==> src/rtl/tcd_pkg.sv <==
package tcd_pkg;

  localparam int unsigned SUB6_W = 6;
  localparam int unsigned SUB4_W = 4;
  localparam int unsigned CODE_W = SUB6_W + SUB4_W;

  typedef struct packed {
    logic [2:0] y;
    logic [4:0] x;
    logic       k;
  } cand_t;

  // 6-bit sub-block for negative running disparity, abcdei with a as MSB
  function automatic logic [5:0] sub6_neg(input logic [4:0] x);
    logic [5:0] r;
    case (x)
      5'd0:  r = 6'b100111;  5'd1:  r = 6'b011101;  5'd2:  r = 6'b101101;
      5'd3:  r = 6'b110001;  5'd4:  r = 6'b110101;  5'd5:  r = 6'b101001;
      5'd6:  r = 6'b011001;  5'd7:  r = 6'b111000;  5'd8:  r = 6'b111001;
      5'd9:  r = 6'b100101;  5'd10: r = 6'b010101;  5'd11: r = 6'b110100;
      5'd12: r = 6'b001101;  5'd13: r = 6'b101100;  5'd14: r = 6'b011100;
      5'd15: r = 6'b010111;  5'd16: r = 6'b011011;  5'd17: r = 6'b100011;
      5'd18: r = 6'b010011;  5'd19: r = 6'b110010;  5'd20: r = 6'b001011;
      5'd21: r = 6'b101010;  5'd22: r = 6'b011010;  5'd23: r = 6'b111010;
      5'd24: r = 6'b110011;  5'd25: r = 6'b100110;  5'd26: r = 6'b010110;
      5'd27: r = 6'b110110;  5'd28: r = 6'b001110;  5'd29: r = 6'b101110;
      5'd30: r = 6'b011110;  default: r = 6'b101011;
    endcase
    return r;
  endfunction

  function automatic logic [5:0] enc6(input logic [4:0] x, input logic k, input logic rd);
    logic [5:0] b;
    b = (k && x == 5'd28) ? 6'b001111 : sub6_neg(x);
    if (rd) begin
      if ($countones(b) != 3)          b = ~b;
      else if (!k && x == 5'd7)        b = 6'b000111;
    end
    return b;
  endfunction

  function automatic logic disp6(input logic [5:0] c, input logic rd);
    if ($countones(c) > 3)      return 1'b1;
    else if ($countones(c) < 3) return 1'b0;
    return rd;
  endfunction

  function automatic logic disp4(input logic [3:0] c, input logic rd);
    if ($countones(c) > 2)      return 1'b1;
    else if ($countones(c) < 2) return 1'b0;
    return rd;
  endfunction

  function automatic logic [3:0] enc4(input logic [2:0] y, input logic [4:0] x,
                                      input logic k, input logic rd6);
    logic [3:0] b;
    logic       alt;
    alt = (y == 3'd7) && (k ||
          (!rd6 && (x == 5'd17 || x == 5'd18 || x == 5'd20)) ||
          ( rd6 && (x == 5'd11 || x == 5'd13 || x == 5'd14)));
    case (y)
      3'd0: b = 4'b1011;  3'd1: b = 4'b1001;  3'd2: b = 4'b0101;
      3'd3: b = 4'b1100;  3'd4: b = 4'b1101;  3'd5: b = 4'b1010;
      3'd6: b = 4'b0110;  default: b = alt ? 4'b0111 : 4'b1110;
    endcase
    if (rd6 && ($countones(b) != 2 || y == 3'd3)) b = ~b;
    if (k && x == 5'd28 && !rd6 && $countones(b) == 2 && y != 3'd3) b = ~b;
    return b;
  endfunction

  function automatic logic [9:0] encode10(input cand_t c, input logic rd);
    logic [5:0] s6;
    s6 = enc6(c.x, c.k, rd);
    return {s6, enc4(c.y, c.x, c.k, disp6(s6, rd))};
  endfunction

  function automatic logic [4:0] find6(input logic [5:0] c);
    logic [4:0] r;
    r = 5'd0;
    for (int i = 0; i < 32; i++) begin
      if (c == enc6(i[4:0], 1'b0, 1'b0) || c == enc6(i[4:0], 1'b0, 1'b1)) r = i[4:0];
    end
    return r;
  endfunction

  function automatic logic [2:0] find4(input logic [3:0] c);
    logic [2:0] r;
    case (c)
      4'b1011, 4'b0100: r = 3'd0;
      4'b1001:          r = 3'd1;
      4'b0101:          r = 3'd2;
      4'b1100, 4'b0011: r = 3'd3;
      4'b1101, 4'b0010: r = 3'd4;
      4'b1010:          r = 3'd5;
      4'b0110:          r = 3'd6;
      default:          r = 3'd7;
    endcase
    return r;
  endfunction

endpackage

==> src/rtl/tcd_subdecode.sv <==
module tcd_subdecode
  import tcd_pkg::*;
(
  input  logic [CODE_W-1:0] code,
  output cand_t             cand
);
  logic [SUB6_W-1:0] c6;
  logic [SUB4_W-1:0] c4, c4_eff;
  logic              k28_pos, k28_any, alt7;

  assign c6      = code[CODE_W-1:SUB4_W];
  assign c4      = code[SUB4_W-1:0];
  assign k28_pos = (c6 == 6'b110000);
  assign k28_any = k28_pos || (c6 == 6'b001111);
  assign alt7    = (c4 == 4'b0111) || (c4 == 4'b1000);

  // the positive-form K28 carries its balanced 4-bit groups inverted
  assign c4_eff = (k28_pos && $countones(c4) == 2 && c4 != 4'b1100 && c4 != 4'b0011)
                  ? ~c4 : c4;

  always_comb begin
    cand.x = k28_any ? 5'd28 : find6(c6);
    cand.y = find4(c4_eff);
    cand.k = k28_any ||
             (alt7 && (cand.x == 5'd23 || cand.x == 5'd27 ||
                       cand.x == 5'd29 || cand.x == 5'd30));
  end
endmodule

==> src/rtl/tcd_verify.sv <==
module tcd_verify
  import tcd_pkg::*;
(
  input  logic [CODE_W-1:0] code,
  input  cand_t             cand,
  input  logic              rd_start,
  output logic              bad_code,
  output logic              bad_disp,
  output logic              rd_next
);
  logic fits_neg, fits_pos, rd_base;

  // re-encode the candidate in both forms: this covers every table and pairing rule
  assign fits_neg = (encode10(cand, 1'b0) == code);
  assign fits_pos = (encode10(cand, 1'b1) == code);
  assign bad_code = !(fits_neg || fits_pos);
  assign bad_disp = !bad_code && (rd_start ? !fits_pos : !fits_neg);
  assign rd_base  = bad_disp ? !rd_start : rd_start;
  assign rd_next  = disp4(code[SUB4_W-1:0], disp6(code[CODE_W-1:SUB4_W], rd_base));
endmodule

==> src/rtl/tcode_decoder.sv <==
module tcode_decoder
  import tcd_pkg::*;
#(
  parameter logic       RESET_RD = 1'b0,
  parameter logic [4:0] IDLE_X   = 5'd28,
  parameter logic [2:0] IDLE_Y   = 3'd5
) (
  input  logic        clk,
  input  logic        rst_n,
  input  logic        en,
  input  logic [9:0]  code_in,
  input  logic        drop_idle,
  input  logic        disp_in,
  input  logic        disp_force,
  output logic [7:0]  byte_out,
  output logic        ctrl_out,
  output logic        code_err,
  output logic        disp_err,
  output logic        disp_out,
  output logic        disp_chain,
  output logic        valid_out
);
  localparam logic [7:0] IDLE_BYTE = {IDLE_Y, IDLE_X};

  logic [CODE_W-1:0] code_q;
  logic              fire, drop_q;
  cand_t             cand;
  logic              bad_code, bad_disp, rd_next, rd_start, idle_hit;

  // input stage
  always_ff @(posedge clk or negedge rst_n) begin
    if (!rst_n) begin
      code_q <= '0;
      fire   <= 1'b0;
      drop_q <= 1'b0;
    end else begin
      code_q <= code_in;
      fire   <= en;
      drop_q <= drop_idle;
    end
  end

  assign rd_start = disp_force ? disp_in : disp_out;

  tcd_subdecode u_sub (.code(code_q), .cand(cand));

  tcd_verify u_ver (
    .code(code_q), .cand(cand), .rd_start(rd_start),
    .bad_code(bad_code), .bad_disp(bad_disp), .rd_next(rd_next)
  );

  assign idle_hit   = fire && drop_q && !bad_code && !bad_disp && cand.k &&
                      ({cand.y, cand.x} == IDLE_BYTE);
  assign disp_chain = fire ? rd_next : rd_start;

  // output stage
  always_ff @(posedge clk or negedge rst_n) begin
    if (!rst_n) begin
      byte_out  <= '0;
      ctrl_out  <= 1'b0;
      code_err  <= 1'b0;
      disp_err  <= 1'b0;
      disp_out  <= RESET_RD;
      valid_out <= 1'b0;
    end else begin
      valid_out <= fire && !idle_hit;
      code_err  <= fire && bad_code;
      disp_err  <= fire && bad_disp;
      if (fire) begin
        byte_out <= bad_code ? 8'h00 : {cand.y, cand.x};
        ctrl_out <= !bad_code && cand.k;
        disp_out <= rd_next;
      end
    end
  end
endmodule

==> config.mk <==
export PLATFORM = sky130hd
export DESIGN_NAME = tcode_decoder
export DESIGN_NICKNAME = d
export VERILOG_FILES = /design/src/rtl/tcd_pkg.sv /design/src/rtl/tcd_subdecode.sv /design/src/rtl/tcd_verify.sv /design/src/rtl/tcode_decoder.sv
export SDC_FILE = /design/constraint.sdc
export NUM_CORES = 1
export LEC_CHECK = 0
export BUFFER_PORTS_ARGS = -buffer_cell sky130_fd_sc_hd__buf_2
export CAP_MARGIN = 20
export CELL_PAD_IN_SITES_DETAIL_PLACEMENT = 2
export CELL_PAD_IN_SITES_GLOBAL_PLACEMENT = 2
export CORE_MARGIN = 5
export CORE_UTILIZATION = 41
export CTS_BUF_LIST = sky130_fd_sc_hd__clkbuf_2 sky130_fd_sc_hd__clkbuf_4 sky130_fd_sc_hd__clkbuf_8
export DETAILED_ROUTE_END_ITERATION = 8
export GPL_ROUTABILITY_DRIVEN = 0
export PLACE_DENSITY_LB_ADDON = 0.1
export SETUP_SLACK_MARGIN = 0.05
export SYNTH_ARGS = -nofsm -noshare
export SYNTH_HDL_FRONTEND = slang
export SYNTH_SLANG_ARGS = --single-unit
==> constraint.sdc <==
create_clock -name clk -period 28.6 [get_ports clk]
set_input_delay 4.29 -clock clk [delete_from_list [all_inputs] [get_ports clk]]
set_output_delay 4.29 -clock clk [all_outputs]
set_load 0.005 [all_outputs]
==> summary.md, run 1 <==
| Metric | Value |
|---|---|
| Worst setup EP type | `primary output` |
| Tot GR Track Use | `28.6%` |
| Post-synthesis async set-or-reset flop share | `100%` |
| Worst Setup Path Type | `reg2out` |
| Number of ports placed on the die boundary | `30` |
| Clk sinks | `25` |
| Clock Skew | `2.64 ps` |
| Deepest clock path buffer count | `2` |
| Post-synth cell types | `91` |
| PnR Total Power | `456 uW` |
| Max-capacitance violation count | `0` |
| Combinational family with the most area after synthesis | `compound AO/OA/AOI/OAI gates` |
| First-pass iteration count of the detailed router | `6` |
| Area enclosed by the die boundary | `13500 um2` |
| Number of enable flip-flop cells after synthesis | `0` |
| Pin count of the biggest net entering global routing | `26` |
| Core footprint | `10900 um2` |
| Pin slew with the least headroom to its limit | `1090 ps` |
| Placed wire-length estimate | `14.9 mm` |
| Ratio of cells with drive above 1 in the final layout | `12.2%` |
| Average vias per placed instance | `6.87` |
| Total negative slack | `0 ps` |
| Parity-gate share of the synthesized area counting xor and xnor cells | `approximately 1.7%` |
| CTS-repair resized insts | `0` |
| Power density of the placed cells | `93.6 nW/um2` |
| Leakage power of the design | `2.05 nW` |
| Final Critical Period | `17720 ps` |
| Synthesized Nets | `663` |
| Antenna violations before repair | `0` |
| Synth top area cells | `dfrtp_1 14%, ha_1 11%, nand2_1 4.5%, nand3_1 4.4%, fa_1 3.9%` |
| Worst Path Required | `24310 ps` |
| Worst slew slack as a fraction of its limit | `26.9%` |
| Number of inserted diodes | `0` |
| Number of port buffers | `29` |
| CTS Buf Count | `3` |
| Worst hold margin | `504 ps` |
| Adder and majority cell fraction of the synthesized area | `about 15%` |
| Via total after detailed routing | `5115` |
| Floorplan row count | `38` |
| Vertical extent of the die | `116 um` |
| Clock latency of the later-clocked register in the worst-skew pair | `310 ps` |
| Worst IR Drop VDD | `0.000158 V` |
| Simple logic cell fraction of the synthesized area | `29.3%` |
| Total wire length after detailed routing | `18.9 mm` |
| Final Hold Vio Count | `0` |
| Most used cells in the layout excluding fill and tap cells | `55 x nand2_1, 42 x inv_1, 41 x nand3_1` |
| Number of pins with negative max-slew slack in the final report | `0` |
| Cell count after synthesis | `598` |
| Setup Viol. Count Final | `0` |
| Starting density of the core | `42.3%` |
| Dominant synthesized flop cell | `dfrtp_1` |
| Number of global-route vias before repair | `5380` |
| Crit start category | `flop` |
| Data arrival time of the worst path | `approximately 13000 ps` |
| First-pass GRT wire length | `slightly above 30 mm` |
| Remaining Overflow, GRT | `0` |
| DRC | `0` |
| TritonCTS clock tree | `yes` |
| Antenna-violating nets left | `0` |
| Complex-gate fraction of the synthesized area | `32.8%` |
| Number of warnings issued by yosys | `0` |
| Placement Setup Slack | `11380 ps` |
| Clk Tree Root Cell | `clkbuf_8` |
| Slowest cell on the critical path | `nor3b_1` |
| Class of the tightest hold or removal check | `reg2reg` |
| Share of the synthesized area in the top cell type | `13.5%` |
| CP Max Fanout | `23` |
| Syn avg cell area | `7.74 um2` |
| Biggest area consumer among synthesized cells | `dfrtp_1` |
| #FFs+latches synth | `25` |
| # hold bufs at CTS | `0` |
| Violation count after the first detailed-routing iteration | `between 300 and 400` |
| Clock-pin slew on the worst setup and hold paths | `120 ps` |
| Number of levels the H-tree was split into | `1` |
| RSZ-0062 raised after global routing | `no` |
| Number of nets in the finished design | `~670` |
| Maximum achievable frequency | `56.4 MHz` |
| Run status | `complete, no violations` |
| Die Width | `around 120 um` |
| Multiplexer area fraction after synthesis | `1.54%` |
| Post-CTS setup buffers | `0` |
| Area added between synthesis and finish | `5.19%` |
| Summed instance area of the synthesized netlist | `4630 um2` |
| Fraction of the cycle the final worst path needs | `between 60% and 70%` |
| Leading cell type in the layout, fill and taps excluded | `nand2_1` |
| Register area share after synthesis | `13.5%` |
| Max incr delay on CP | `810 ps` |
| PnR worst setup slack | `~11000 ps` |
| Avg WL per Cell | `25.3 um` |
-- through the flow --
| step | util [%] | cell area, um2 | cells |
|---|---|---|---|
| 2_1_floorplan | - | 4630 | 598 |
| 3_3_place_gp | 44.1 | 4820 | 741 |
| 3_5_place_dp | 44.1 | 4820 | 741 |
| 4_1_cts | 44.5 | 4870 | 745 |
| 5_1_grt | 44.5 | 4870 | 745 |
| 6_report | 44.5 | 4870 | 745 |
-- layer usage --
layer | share of wire [%] | global-route usage (%) | routed length (um)
met1 | 46 | 41.1 | 8670
met5 | 0 | 0 | 0
met4 | 2.3 | 7.27 | 430
met3 | 5.5 | 2.80 | 1040
met2 | 46 | 46.1 | 8740
-- cell type report --
type | count | area [um2]
fillers | 1316 | 6060
multi-input cells | 503 | 3710
flip-flops and latches | 25 | 626
well taps | 140 | 175
inverters | 43 | 161
repair buffers | 30 | 153
clock buffers | 3 | 41.3
clock inverters | 1 | 7.51
-- critical path, delay by kind of cell, from the launching register on --
family | cells | cell delay, ps
multiplexers | 1 | 340
flip-flops | 1 | 510
buffers and inverters | 8 | 820
AND/OR/NAND/NOR | 14 | 3650
AO/OA/AOI/OAI | 14 | 4310
adder cells (fa/ha/maj) | 10 | 3470
-- worst paths after layout --
check / start / endpoint / slack [ps] / depth (start not counted)
setup reg to reg: code_q[4] / byte_out[7] / 15310 / 46
hold reg to reg: byte_out[5] / byte_out[5] / 500 / 1
min in group asynchronous: rst_n / code_q[9] / 3980 / 1
max in group asynchronous: rst_n / code_q[3] / 24190 / 1
setup / recovery: code_q[4] / disp_chain / 10880 / 47
hold / removal: byte_out[5] / byte_out[5] / 500 / 1
-- Yosys cell counts, types with 4 or more instances --
master and instances:
nand2_1 55, inv_1 42, nand3_1 41, ha_1 40
nor2_1 37, dfrtp_1 25, o21ai_0 24, a21oi_1 21
nor3_1 21, nand4_1 15, buf_2 13, and3_1 12
o211ai_1 12, a211oi_1 10, a31oi_1 10, and2_1 10
a22oi_1 9, fa_1 9, nor4_1 9, o2bb2ai_1 9
clkbuf_1 8, o31ai_1 8, or3_1 8, xnor2_1 7
a22o_1 6, mux2i_1 6, o2111ai_1 6, a21o_1 5
a32o_1 5, o211a_1 5, o21a_1 5, or2_2 5
a211o_1 4, a211oi_2 4, a311oi_1 4
-- flip-flops by register name, summed over array words and instances (netlist names) --
signal	count
code_q	10
byte_out	8
code_err	1
ctrl_out	1
disp_err	1
disp_out	1
drop_q	1
fire	1
valid_out	1
-- power by group --
group / internal [mW] / switching, mW
combinational: 0.132 / 0.257
sequential: 0.0369 / 0.00331
clock: 0.0100 / 0.0169
-- kinds of logic (layout without fill, tap and decap cells) --
family / after synthesis / count (layout)
simple gates: 246 / 246
mux: 7 / 7
compound gates: 192 / 192
xor+xnor: 9 / 9
flops: 25 / 25
buf+inv: 70 / 77
fa+ha+maj: 49 / 49
No activity file was read; power rests on OpenSTA's default activity.
==> inputs of run 2 (changes only) <==
- ABC_AREA: unset -> 1
- CORE_UTILIZATION: 41 -> 32
- clock period: 28.6 -> 15.7 ns (I/O delays scaled with it)
==> run 2 against run 1 <==
Net effect: flip-flop and latch count did not move; clock power rose by 45%; largest power group unchanged; utilization fell by 9.2 points; largest cell class unchanged.
==> summary.md, run 2 <==
| Metric | Value |
|---|---|
| Dominant synthesized flop cell | `dfrtp_1` |
| Proportion of power drawn by combinational gates | `86.4%` |
| Pin count of the biggest net entering global routing | `26` |
| Biggest area consumer among synthesized cells | `dfrtp_1` |
| Number of port buffers | `29` |
| Data arrival time of the worst path | `11970 ps` |
| Tot GR Track Use | `between 10% and 20%` |
| Clock Skew | `1.60 ps` |
| Number of warnings issued by yosys | `0` |
| Area enclosed by the die boundary | `13600 um2` |
| Placed wire-length estimate | `10.9 mm` |
| Leakage power of the design | `2.08 nW` |
| Ratio of cells with drive above 1 in the final layout | `13.6%` |
| Number of nets in the finished design | `641` |
| Total wire length after detailed routing | `approximately 12 mm` |
| Post-Layout Inst Area | `3980 um2` |
| Synthesized Nets | `613` |
| Summed instance area of the synthesized netlist | `3640 um2` |
| Worst IR Drop VDD | `0.000112 V` |
| Average vias per placed instance | `5.04` |
| Register area share after synthesis | `17.2%` |
| Maximum achievable frequency | `69.8 MHz` |
| # hold bufs at CTS | `0` |
| Total negative slack | `0 ps` |
| First-pass iteration count of the detailed router | `4` |
| Final core utilization | `35.3%` |
| Most used cells in the layout excluding fill and tap cells | `158 x nand2_1, 75 x inv_1, 42 x nand3_1` |
| Number of global-route vias before repair | `4089` |
| Post-synth top cells | `158 x nand2_1, 75 x inv_1, 42 x nand3_1` |
| Count of non-filler cells in the finished layout | `about 700` |
| Fraction of the cycle the final worst path needs | `91.3%` |
| Cell count after synthesis | `548` |
| Die Width | `117 um` |
| Clock latency of the later-clocked register in the worst-skew pair | `270 ps` |
| Sequential power share | `8.8%` |
| RSZ-0062 raised after global routing | `no` |
| Share of the synthesized area in the top cell type | `17.2%` |
| Post-synthesis async set-or-reset flop share | `between 90% and 100%` |
| PnR worst setup slack | `roughly 1400 ps` |
| TritonCTS clock tree | `yes` |
| Multi-input gate area | `about 2600 um2` |
| Number of inserted diodes | `0` |
| Worst setup EP type | `primary output` |
| Clock-pin slew on the worst setup and hold paths | `90 ps` |
| Pin slew with the least headroom to its limit | `between 900 and 1000 ps` |
| Starting density of the core | `about a third` |
| Placement Setup Slack | `962 ps` |
| Worst Setup Path Type | `reg2out` |
| Syn avg cell area | `6.64 um2` |
| Final Critical Period | `14330 ps` |
| Number of flip-flops in the largest register | `10` |
| Floorplan row count | `39` |
| Internal power | `330 uW` |
| Most Frequent Cell on Critical Path | `nand2_1` |
| Synth top area cells | `dfrtp_1 17%, nand2_1 16%, ha_1 14%, inv_1 7.7%, xor2_1 6.7%` |
| Worst hold margin | `495 ps` |
| Area added between synthesis and finish | `9.46%` |
| DRC | `0` |
| Most repeated cell in the gate-level netlist after synthesis | `nand2_1` |
| Vertical extent of the die | `around 120 um` |
| Avg WL per Cell | `roughly 17 um` |
| Remaining Overflow, GRT | `0` |
| Max incr delay on CP | `510 ps` |
| Worst Path Required | `approximately 13000 ps` |
| Clk sinks | `25` |
| Post-CTS setup buffers | `0` |
| Setup Viol. Count Final | `0` |
| Power density of the placed cells | `204 nW/um2` |
| Leading cell type in the layout, fill and taps excluded | `nand2_1` |
| Reg area | `626 um2` |
| Final Hold Vio Count | `0` |
| Crit start category | `flop` |
| First-pass GRT wire length | `21.1 mm` |
| Clock group share of total power | `4.8%` |
| Class of the tightest hold or removal check | `reg2reg` |
| Deepest clock path buffer count | `2` |
| R2R setup slack | `3640 ps` |
| Biggest registers after layout | `code_q x10, byte_out x8` |
| Number of pins with negative max-slew slack in the final report | `0` |
| Dominant delay contributor by cell family on the critical path | `simple AND/OR/NAND/NOR gates` |
| CTS Buf Count | `3` |
| Clk Tree Root Cell | `clkbuf_8` |
| Placed Area | `about 3900 um2` |
| Max-capacitance violation count | `0` |
| Worst slew slack as a fraction of its limit | `roughly 39%` |
| Number of levels the H-tree was split into | `1` |
| #FFs+latches synth | `25` |
| CP Max Fanout | `8` |
| Post-synth cell types | `46` |
| Via total after detailed routing | `3622` |
| Placed Instances | `approximately 700` |
| Number of enable flip-flop cells after synthesis | `0` |
| CTS-repair resized insts | `0` |
| Antenna violations before repair | `0` |
| Antenna-violating nets left | `0` |
| Critical path buffers and inverters | `14` |
| Core footprint | `around 11000 um2` |
| Largest register by flop count | `code_q` |
| Total of fill cells in the finished design | `1412` |
| Number of ports placed on the die boundary | `30` |
| Violation count after the first detailed-routing iteration | `between 90 and 100` |
| Run status | `complete, no violations` |
| PnR Total Power | `812 uW` |
| Slowest cell on the critical path | `fa_1` |
| Switching power summed over all nets | `around 480 uW` |
| Switching share of total power | `59.3%` |
run 2: layer usage:
layer  part of all wire [%]  global-route usage, %  routed length (um)  vias up
met3                   0.95                  0.933                 117        7
met5                      0                      0                   0        -
met1                     44                   23.9                5480     1795
li1                       -                      -                   -     1785
met4                   0.57                   1.83                  70        0
met2                     54                   38.0                6680       35
run 2: worst paths after layout:
path | startpoint | endpoint | depth (start not counted)
max | code_q[4] | disp_chain | 89
max reg2reg | code_q[4] | byte_out[0] | 82
max in group asynchronous | rst_n | code_q[4] | 1
min in group asynchronous | rst_n | code_err | 1
min reg2reg | byte_out[7] | byte_out[7] | 2
min | byte_out[7] | byte_out[7] | 2
run 2: area by class of cell:
cell class              instances  share of cell area [%]
repair buffers                 29                    3.65
multi-input cells             423                    66.1
clock inverters                 1                   0.189
well taps                     143                    4.49
flip-flops and latches         25                    15.7
inverters                      94                    8.86
clock buffers                   3                    1.04
run 2: worst min-delay path: stages (launching register included):
cell and delay [ps]:
dfrtp_1 350, nand2_1 50, nand2_1 60
run 2: power by group through the flow:
stage,sequential (mW),clock (mW),combinational (mW)
floorplan,0.0716,0,0.513
global route,0.0722,0.0442,0.804
detailed placement,0.0729,0,0.690
CTS,0.0716,0.0423,0.698
finish,0.0715,0.0391,0.701
global placement,0.0727,0,0.655
run 2: cell families after synthesis:
family / share of synthesized area, %
fa+ha+maj: 18.7
simple gates: 33.8
buf+inv: 10.8
mux: 0.275
compound gates: 11.3
flops: 17.2
xor+xnor: 7.95
